==> src/rtl/balu_pkg.sv <==
package balu_pkg;

  typedef enum logic [3:0] {
    OP_COPY = 4'd4,
    OP_ADD  = 4'd5,
    OP_ADDC = 4'd6,
    OP_SUBC = 4'd7,
    OP_SUB  = 4'd8,
    OP_CMP  = 4'd9,
    OP_DEC  = 4'd10,
    OP_TEST = 4'd11,
    OP_CLR  = 4'd12,
    OP_SET  = 4'd13,
    OP_XOR  = 4'd14,
    OP_AND  = 4'd15
  } op_e;

  typedef enum logic [1:0] {
    RS_NONE  = 2'd0,
    RS_ARITH = 2'd1,
    RS_LOGIC = 2'd2
  } res_src_e;

  typedef enum logic [2:0] {
    LG_PASS = 3'd0,
    LG_AND  = 3'd1,
    LG_ANDN = 3'd2,
    LG_OR   = 3'd3,
    LG_XOR  = 3'd4
  } logic_sel_e;

  typedef enum logic [1:0] {
    CIN_ZERO = 2'd0,
    CIN_ONE  = 2'd1,
    CIN_FLAG = 2'd2
  } cin_sel_e;

  typedef struct packed {
    res_src_e   src;
    logic_sel_e lsel;
    logic       inv_b;
    cin_sel_e   cin;
    logic       we;
    logic       upd;
    logic       xor_v;
    logic       bad;
  } ctrl_t;

  // Status bit positions, decoded by the surrounding datapath
  localparam int FLG_C = 0;
  localparam int FLG_Z = 1;
  localparam int FLG_N = 2;
  localparam int FLG_V = 8;

endpackage

==> src/rtl/balu_decode.sv <==
module balu_decode
  import balu_pkg::*;
#(
  parameter int OPC_W = 4
) (
  input  logic [OPC_W-1:0] op,
  output ctrl_t            ctrl
);

  always_comb begin
    ctrl       = '0;
    ctrl.src   = RS_NONE;
    ctrl.lsel  = LG_PASS;
    ctrl.cin   = CIN_ZERO;
    case (op)
      OP_COPY: begin ctrl.src = RS_LOGIC; ctrl.lsel = LG_PASS; ctrl.we = 1'b1; end
      OP_ADD:  begin ctrl.src = RS_ARITH; ctrl.we = 1'b1; ctrl.upd = 1'b1; end
      OP_ADDC: begin ctrl.src = RS_ARITH; ctrl.cin = CIN_FLAG; ctrl.we = 1'b1; ctrl.upd = 1'b1; end
      OP_SUBC: begin
        ctrl.src = RS_ARITH; ctrl.inv_b = 1'b1; ctrl.cin = CIN_FLAG;
        ctrl.we = 1'b1; ctrl.upd = 1'b1;
      end
      OP_SUB:  begin
        ctrl.src = RS_ARITH; ctrl.inv_b = 1'b1; ctrl.cin = CIN_ONE;
        ctrl.we = 1'b1; ctrl.upd = 1'b1;
      end
      OP_CMP:  begin
        ctrl.src = RS_ARITH; ctrl.inv_b = 1'b1; ctrl.cin = CIN_ONE; ctrl.upd = 1'b1;
      end
      OP_DEC:  ctrl.src = RS_NONE;
      OP_TEST: begin ctrl.src = RS_LOGIC; ctrl.lsel = LG_AND; ctrl.upd = 1'b1; end
      OP_CLR:  begin ctrl.src = RS_LOGIC; ctrl.lsel = LG_ANDN; ctrl.we = 1'b1; end
      OP_SET:  begin ctrl.src = RS_LOGIC; ctrl.lsel = LG_OR; ctrl.we = 1'b1; end
      OP_XOR:  begin
        ctrl.src = RS_LOGIC; ctrl.lsel = LG_XOR; ctrl.we = 1'b1;
        ctrl.upd = 1'b1; ctrl.xor_v = 1'b1;
      end
      OP_AND:  begin ctrl.src = RS_LOGIC; ctrl.lsel = LG_AND; ctrl.we = 1'b1; ctrl.upd = 1'b1; end
      default: ctrl.bad = 1'b1;
    endcase
  end

endmodule

==> src/rtl/balu_arith.sv <==
module balu_arith #(
  parameter int DATA_W = 8
) (
  input  logic [DATA_W-1:0] a,
  input  logic [DATA_W-1:0] b,
  input  logic              inv_b,
  input  logic              cin,
  output logic [DATA_W-1:0] sum,
  output logic              cout,
  output logic              ovf
);

  localparam int MSB = DATA_W - 1;

  // Full-width sum with carry out in the top bit
  function automatic logic [DATA_W:0] add_c(input logic [DATA_W-1:0] x,
                                            input logic [DATA_W-1:0] y,
                                            input logic ci);
    return {1'b0, x} + {1'b0, y} + {{DATA_W{1'b0}}, ci};
  endfunction

  logic [DATA_W-1:0] b_eff;
  logic [DATA_W:0]   wide;

  assign b_eff = inv_b ? ~b : b;
  assign wide  = add_c(a, b_eff, cin);
  assign sum   = wide[MSB:0];
  assign cout  = wide[DATA_W];
  // Same-sign addends giving the opposite sign; with b inverted this is the
  // subtract rule (signs differ, result sign differs from a)
  assign ovf   = (a[MSB] == b_eff[MSB]) && (sum[MSB] != a[MSB]);

endmodule

==> src/rtl/balu_logic.sv <==
module balu_logic
  import balu_pkg::*;
#(
  parameter int DATA_W = 8
) (
  input  logic [DATA_W-1:0] a,
  input  logic [DATA_W-1:0] b,
  input  logic_sel_e        sel,
  output logic [DATA_W-1:0] res
);

  always_comb begin
    case (sel)
      LG_AND:  res = a & b;
      LG_ANDN: res = a & ~b;
      LG_OR:   res = a | b;
      LG_XOR:  res = a ^ b;
      default: res = b;
    endcase
  end

endmodule

==> src/rtl/byte_flag_alu.sv <==
module byte_flag_alu
  import balu_pkg::*;
#(
  parameter int DATA_W = 8,
  parameter int SR_W   = 16,
  parameter int OPC_W  = 4
) (
  input  logic              clk,
  input  logic              rst_n,
  input  logic              in_valid,
  input  logic [OPC_W-1:0]  op_code,
  input  logic [DATA_W-1:0] src_val,
  input  logic [DATA_W-1:0] dst_val,
  input  logic [SR_W-1:0]   stat_in,
  output logic              out_valid,
  output logic [DATA_W-1:0] res_val,
  output logic              dst_we,
  output logic [SR_W-1:0]   stat_out,
  output logic              illegal_op
);

  localparam int MSB = DATA_W - 1;
  localparam logic [SR_W-1:0] FLAG_MASK =
    (SR_W'(1) << FLG_C) | (SR_W'(1) << FLG_Z) | (SR_W'(1) << FLG_N) | (SR_W'(1) << FLG_V);

  ctrl_t             ctrl;
  logic              cin_bit;
  logic [DATA_W-1:0] arith_sum;
  logic              arith_cout;
  logic              arith_ovf;
  logic [DATA_W-1:0] logic_res;
  logic [DATA_W-1:0] res_n;
  logic              flag_c, flag_z, flag_n, flag_v;
  logic [SR_W-1:0]   stat_n;

  balu_decode #(.OPC_W(OPC_W)) u_dec (
    .op   (op_code),
    .ctrl (ctrl)
  );

  always_comb begin
    case (ctrl.cin)
      CIN_ONE:  cin_bit = 1'b1;
      CIN_FLAG: cin_bit = stat_in[FLG_C];
      default:  cin_bit = 1'b0;
    endcase
  end

  balu_arith #(.DATA_W(DATA_W)) u_arith (
    .a     (dst_val),
    .b     (src_val),
    .inv_b (ctrl.inv_b),
    .cin   (cin_bit),
    .sum   (arith_sum),
    .cout  (arith_cout),
    .ovf   (arith_ovf)
  );

  balu_logic #(.DATA_W(DATA_W)) u_logic (
    .a   (dst_val),
    .b   (src_val),
    .sel (ctrl.lsel),
    .res (logic_res)
  );

  always_comb begin
    case (ctrl.src)
      RS_ARITH: res_n = arith_sum;
      RS_LOGIC: res_n = logic_res;
      default:  res_n = '0;
    endcase
  end

  assign flag_z = (res_n == '0);
  assign flag_n = res_n[MSB];
  assign flag_c = (ctrl.src == RS_ARITH) ? arith_cout : ~flag_z;
  assign flag_v = (ctrl.src == RS_ARITH) ? arith_ovf
                                         : (ctrl.xor_v & dst_val[MSB] & src_val[MSB]);

  always_comb begin
    stat_n = stat_in;
    if (ctrl.upd) begin
      stat_n[FLG_C] = flag_c;
      stat_n[FLG_Z] = flag_z;
      stat_n[FLG_N] = flag_n;
      stat_n[FLG_V] = flag_v;
    end
  end

  always_ff @(posedge clk or negedge rst_n) begin
    if (!rst_n) begin
      out_valid  <= 1'b0;
      dst_we     <= 1'b0;
      illegal_op <= 1'b0;
      res_val    <= '0;
      stat_out   <= '0;
    end else begin
      out_valid  <= in_valid;
      dst_we     <= in_valid & ctrl.we;
      illegal_op <= in_valid & ctrl.bad;
      if (in_valid) begin
        res_val  <= res_n;
        stat_out <= stat_n;
      end
    end
  end

  // valid follows input by one cycle; side outputs only with valid
  p_valid_lag_r1: assert property (@(posedge clk) disable iff (!rst_n)
    in_valid |=> out_valid);
  p_we_needs_valid_r1: assert property (@(posedge clk) disable iff (!rst_n)
    (dst_we || illegal_op) |-> out_valid);

  // illegal codes write nothing and keep status
  p_illegal_quiet_r2: assert property (@(posedge clk) disable iff (!rst_n)
    (in_valid && op_code < OPC_W'(4)) |=> (illegal_op && !dst_we && stat_out == $past(stat_in)));

  // compare and bit test never write
  p_no_write_r5: assert property (@(posedge clk) disable iff (!rst_n)
    (in_valid && (op_code == OPC_W'(OP_CMP) || op_code == OPC_W'(OP_TEST))) |=> !dst_we);

  // copy / clear / set keep the status word
  p_stat_hold_r6: assert property (@(posedge clk) disable iff (!rst_n)
    (in_valid && (op_code == OPC_W'(OP_COPY) || op_code == OPC_W'(OP_CLR) ||
                  op_code == OPC_W'(OP_SET))) |=> (dst_we && stat_out == $past(stat_in)));

  // logic ops report carry as result-nonzero
  p_logic_carry_r7: assert property (@(posedge clk) disable iff (!rst_n)
    (in_valid && (op_code == OPC_W'(OP_TEST) || op_code == OPC_W'(OP_AND) ||
                  op_code == OPC_W'(OP_XOR))) |=> (stat_out[FLG_C] == (res_val != '0)));

  // non-flag status bits always pass through
  p_upper_pass_r9: assert property (@(posedge clk) disable iff (!rst_n)
    in_valid |=> ((stat_out & ~FLAG_MASK) == $past(stat_in & ~FLAG_MASK)));

  // adder overflow only with equal-sign addends (internal wires)
  p_ovf_sign_r3: assert property (@(posedge clk) disable iff (!rst_n)
    (arith_ovf && !ctrl.inv_b) |-> (dst_val[MSB] == src_val[MSB]));

endmodule

==> config.mk <==
export PLATFORM = sky130hd
export DESIGN_NAME = byte_flag_alu
export DESIGN_NICKNAME = d
export VERILOG_FILES = /design/src/rtl/balu_pkg.sv /design/src/rtl/balu_decode.sv /design/src/rtl/balu_arith.sv /design/src/rtl/balu_logic.sv /design/src/rtl/byte_flag_alu.sv
export SDC_FILE = /design/constraint.sdc
export NUM_CORES = 1
export LEC_CHECK = 0
export ABC_AREA = 1
export BUFFER_PORTS_ARGS = -buffer_cell sky130_fd_sc_hd__buf_2
export CAP_MARGIN = 20
export CELL_PAD_IN_SITES_DETAIL_PLACEMENT = 1
export CELL_PAD_IN_SITES_GLOBAL_PLACEMENT = 1
export CORE_UTILIZATION = 39
export DETAILED_ROUTE_END_ITERATION = 12
export PLACE_DENSITY_LB_ADDON = 0.05
export SETUP_SLACK_MARGIN = 0.02
export SLEW_MARGIN = 40
export SYNTH_ARGS = -nofsm -noshare
export SYNTH_HDL_FRONTEND = slang
export SYNTH_SLANG_ARGS = --single-unit
==> constraint.sdc <==
create_clock -name clk -period 1.55 [get_ports clk]
set_input_delay 0.2325 -clock clk [delete_from_list [all_inputs] [get_ports clk]]
set_output_delay 0.2325 -clock clk [all_outputs]
set_load 0.05 [all_outputs]
==> results_dict.tcl <==
set metrics [dict create \
    status "finished with violations" \
    violations "setup timing" \
    wire_per_inst_um 24.92 \
    ys_seq_area_share_pct 27.20 \
    rr_worst_depth 2 \
    grtUsageTotal_pct 38.47 \
    fin_ws_ns -1.463 \
    synthCells 392 \
    yosysTopAreaCellShare_pct 27.20 \
    drt_pass1_iterations 5 \
    synth_area_leaders "dfrtp_1 (27%), nand2_1 (25%), ha_1 (10%), inv_1 (7.7%), nor2_1 (5.0%)" \
    ys_seq_elements 27 \
    hold_path_depth 3 \
    rsz0062_at_grt "true" \
    setup_viol 12 \
    antenna_found_initial 0 \
    tightest_slew_ns 0.6752 \
    drive_gt1_share_pct 43.45 \
    area_growth_pct 60.00 \
    cts_max_level 1 \
    hp-class "in2reg" \
    path_max_fanout 3 \
    port_buffers 65 \
    hold_end "stat_out[4]$_DFFE_PN0P_" \
    fin_util_pct 65.95 \
    via_per_inst 5.902 \
    yosys.cell_types.count 27 \
    r2r_slack_ns 0.76 \
    critPathCaptureType "register" \
    fin_crit_ns 3.013 \
    grt_pass1_vias 3686 \
    post-synth-top-count-cell "nand2_1" \
    die_height_um 81.80 \
    final_antenna_net_count 0 \
    ir_drop_uv 722.1 \
    placed_area_um2 3483 \
    diodes 0 \
    cellPowerDensity_nw_per_um2 745.5 \
    maxCapViolations 0 \
    p_leak_nw 2.290 \
    gp_congestion 0.8469 \
    grt_pass1_wl_um 18850 \
    globalRouteOverflowTotal 0 \
    nNetsFinal 612 \
    clock.fmax_mhz 331.9 \
    synth_common_cells "nand2_1 (165), inv_1 (51), nor2_1 (33)" \
    cts_tree "yes" \
    synth_warnings 0 \
    r2r_start "stat_out[14]$_DFFE_PN0P_" \
    reg2reg_to "stat_out[14]$_DFFE_PN0P_" \
    clockBufferDepth 2 \
    cts-root-buf "clkbuf_8" \
    io_pins 66 \
    fin_area_um2 3974 \
    synth_ff_type "dfrtp_1" \
    syn_area_um2 2484 \
    crit_path_start_kind "input pin" \
    num_rows 28 \
    worst_clock_skew_ns 0 \
    die_x_um 81.80 \
    worstHoldStart "stat_in[4]" \
    drt_iter0_markers 342 \
    cts.clk_slew.worst_paths_ns 0.09 \
    grt_max_degree 35 \
    timing.final.crit_share_pct 194.4 \
    syn_nets 453 \
    cts_buffers 3 \
    pre_cts_slack_ns -1.489 \
    synth_edf_count 0 \
    drc_errors 0 \
    wirelength_um 15570 \
    cts.sinks 27 \
    num_vias 3689 \
    synth.largest_area_cell "dfrtp_1" \
    dieArea_um2 6691 \
    fill_cells 785 \
    async_reset_ff_share_pct 100.0 \
    synth_area_per_cell_um2 6.336 \
    hold_viol 0 \
    path_class "in2reg" \
    critPathArrivalTime_ns 3.24 \
    hpwl_um 7082 \
    power.total_mw 2.963 \
    core-area_um2 6026 \
    initial_core_util_pct 41.22 \
    slew_viol_final 0 \
    slew_headroom_pct 54.99 \
    clkLatencyLatePin_ns 0.28 \
    required_ns 1.77 \
]
worst max-delay path, stage by stage:
cell and delay, ns:
buf_2 0.14, nor2_4 0.13, inv_4 0.07, nor2_4 0.10, inv_2 0.06, ha_4 0.15
a21oi_2 0.16, nor2_2 0.08, fa_2 0.39, fa_2 0.39, a21oi_2 0.21, nor2_2 0.08
nor2_1 0.13, nand2_1 0.09, nand3_1 0.09, nand2_1 0.08, nand2_1 0.10, nand2_1 0.06
nor2_1 0.13, nand2_1 0.12, nand2_1 0.10, nand3_2 0.06, nand2_1 0.08
sequential cells by signal, summed over array words and instances (netlist names):
| name | count |
|---|---|
| res_val | 8 |
| illegal_op | 1 |
| stat_out | 16 |
| out_valid | 1 |
| dst_we | 1 |
cell usage in the layout, fill, tap and decap left out, types with 8 or more instances in the layout:
cell     instances
nand2_1        148
buf_4           85
buf_2           63
inv_1           44
dfrtp_1         27
nor2_1          26
nand2_2         19
ha_1            17
o21ai_0         11
a21oi_1         10
inv_2            9
nand3_2          8
nand3_1          8
buf_6            8
power breakdown:
| group | switching, mW | leakage [nW] | internal, mW |
|---|---|---|---|
| combinational | 1.10 | 1.93 | 0.605 |
| sequential | 0.0534 | 0.341 | 0.775 |
| clock | 0.241 | 0.0228 | 0.185 |
repair_timing:
item                       CTS  global route
gates resized for setup     47            31
pin swaps                   36            13
hold endpoints to repair    27             0
hold buffers                 1             0
setup endpoints to repair   12            12
buffers inserted            13             7
worst max path at each step:
stage                    start                 endpoint  slack [ns]  cells past startpoint
floorplan           op_code[3]  stat_out[0]$_DFFE_PN0P_       -1.10                     18
global placement    op_code[2]  stat_out[0]$_DFFE_PN0P_       -1.29                     23
detailed placement  op_code[2]  stat_out[1]$_DFFE_PN0P_       -1.49                     24
CTS                 op_code[2]  stat_out[1]$_DFFE_PN0P_       -1.08                     24
global route        op_code[3]  stat_out[1]$_DFFE_PN0P_       -1.54                     23
finish              op_code[3]  stat_out[1]$_DFFE_PN0P_       -1.46                     23
logic make-up after synthesis:
logic type,count (synthesis),share of synthesized area [%]
AOI/OAI and AO/OA,40,9.270
buffers and inverters,65,10.53
DFF,27,27.20
adders and majority gates,22,11.69
and+or+nand+nor,229,38.14
xor gates and xnor gates,9,3.174
metrics by stage:
| step | cells | setup TNS [ns] | hold slack, ns |
|---|---|---|---|
| 5_1_grt | 625 | -13.57 | 0.1800 |
| 6_report | 625 | -12.91 | 0.1735 |
| 3_5_place_dp | 600 | -14.46 | 0.2760 |
| 4_1_cts | 618 | -9.862 | 0.1613 |
| 3_3_place_gp | 600 | -12.68 | 0.2701 |
| 2_1_floorplan | 392 | -8.719 | -0.06309 |
routing by layer:
layer / vias up / global-route usage (%) / share of wire, %
li1: 1521 / - / -
met4: 0 / 18.60 / 7.2
met5: - / 0 / 0
met3: 101 / 7.222 / 8.5
met1: 1783 / 41.58 / 34
met2: 284 / 71.16 / 50
final cells by class:
cell class,instances,area [um^2],area share (%)
inverters,57,237.7,5.982
multi-input cells,300,1773,44.62
flip-flops and latches,27,675.6,17.00
repair buffers,162,1149,28.90
well taps,75,93.84,2.361
clock buffers,4,45.04,1.134
Power figures use the tool's default switching activity.
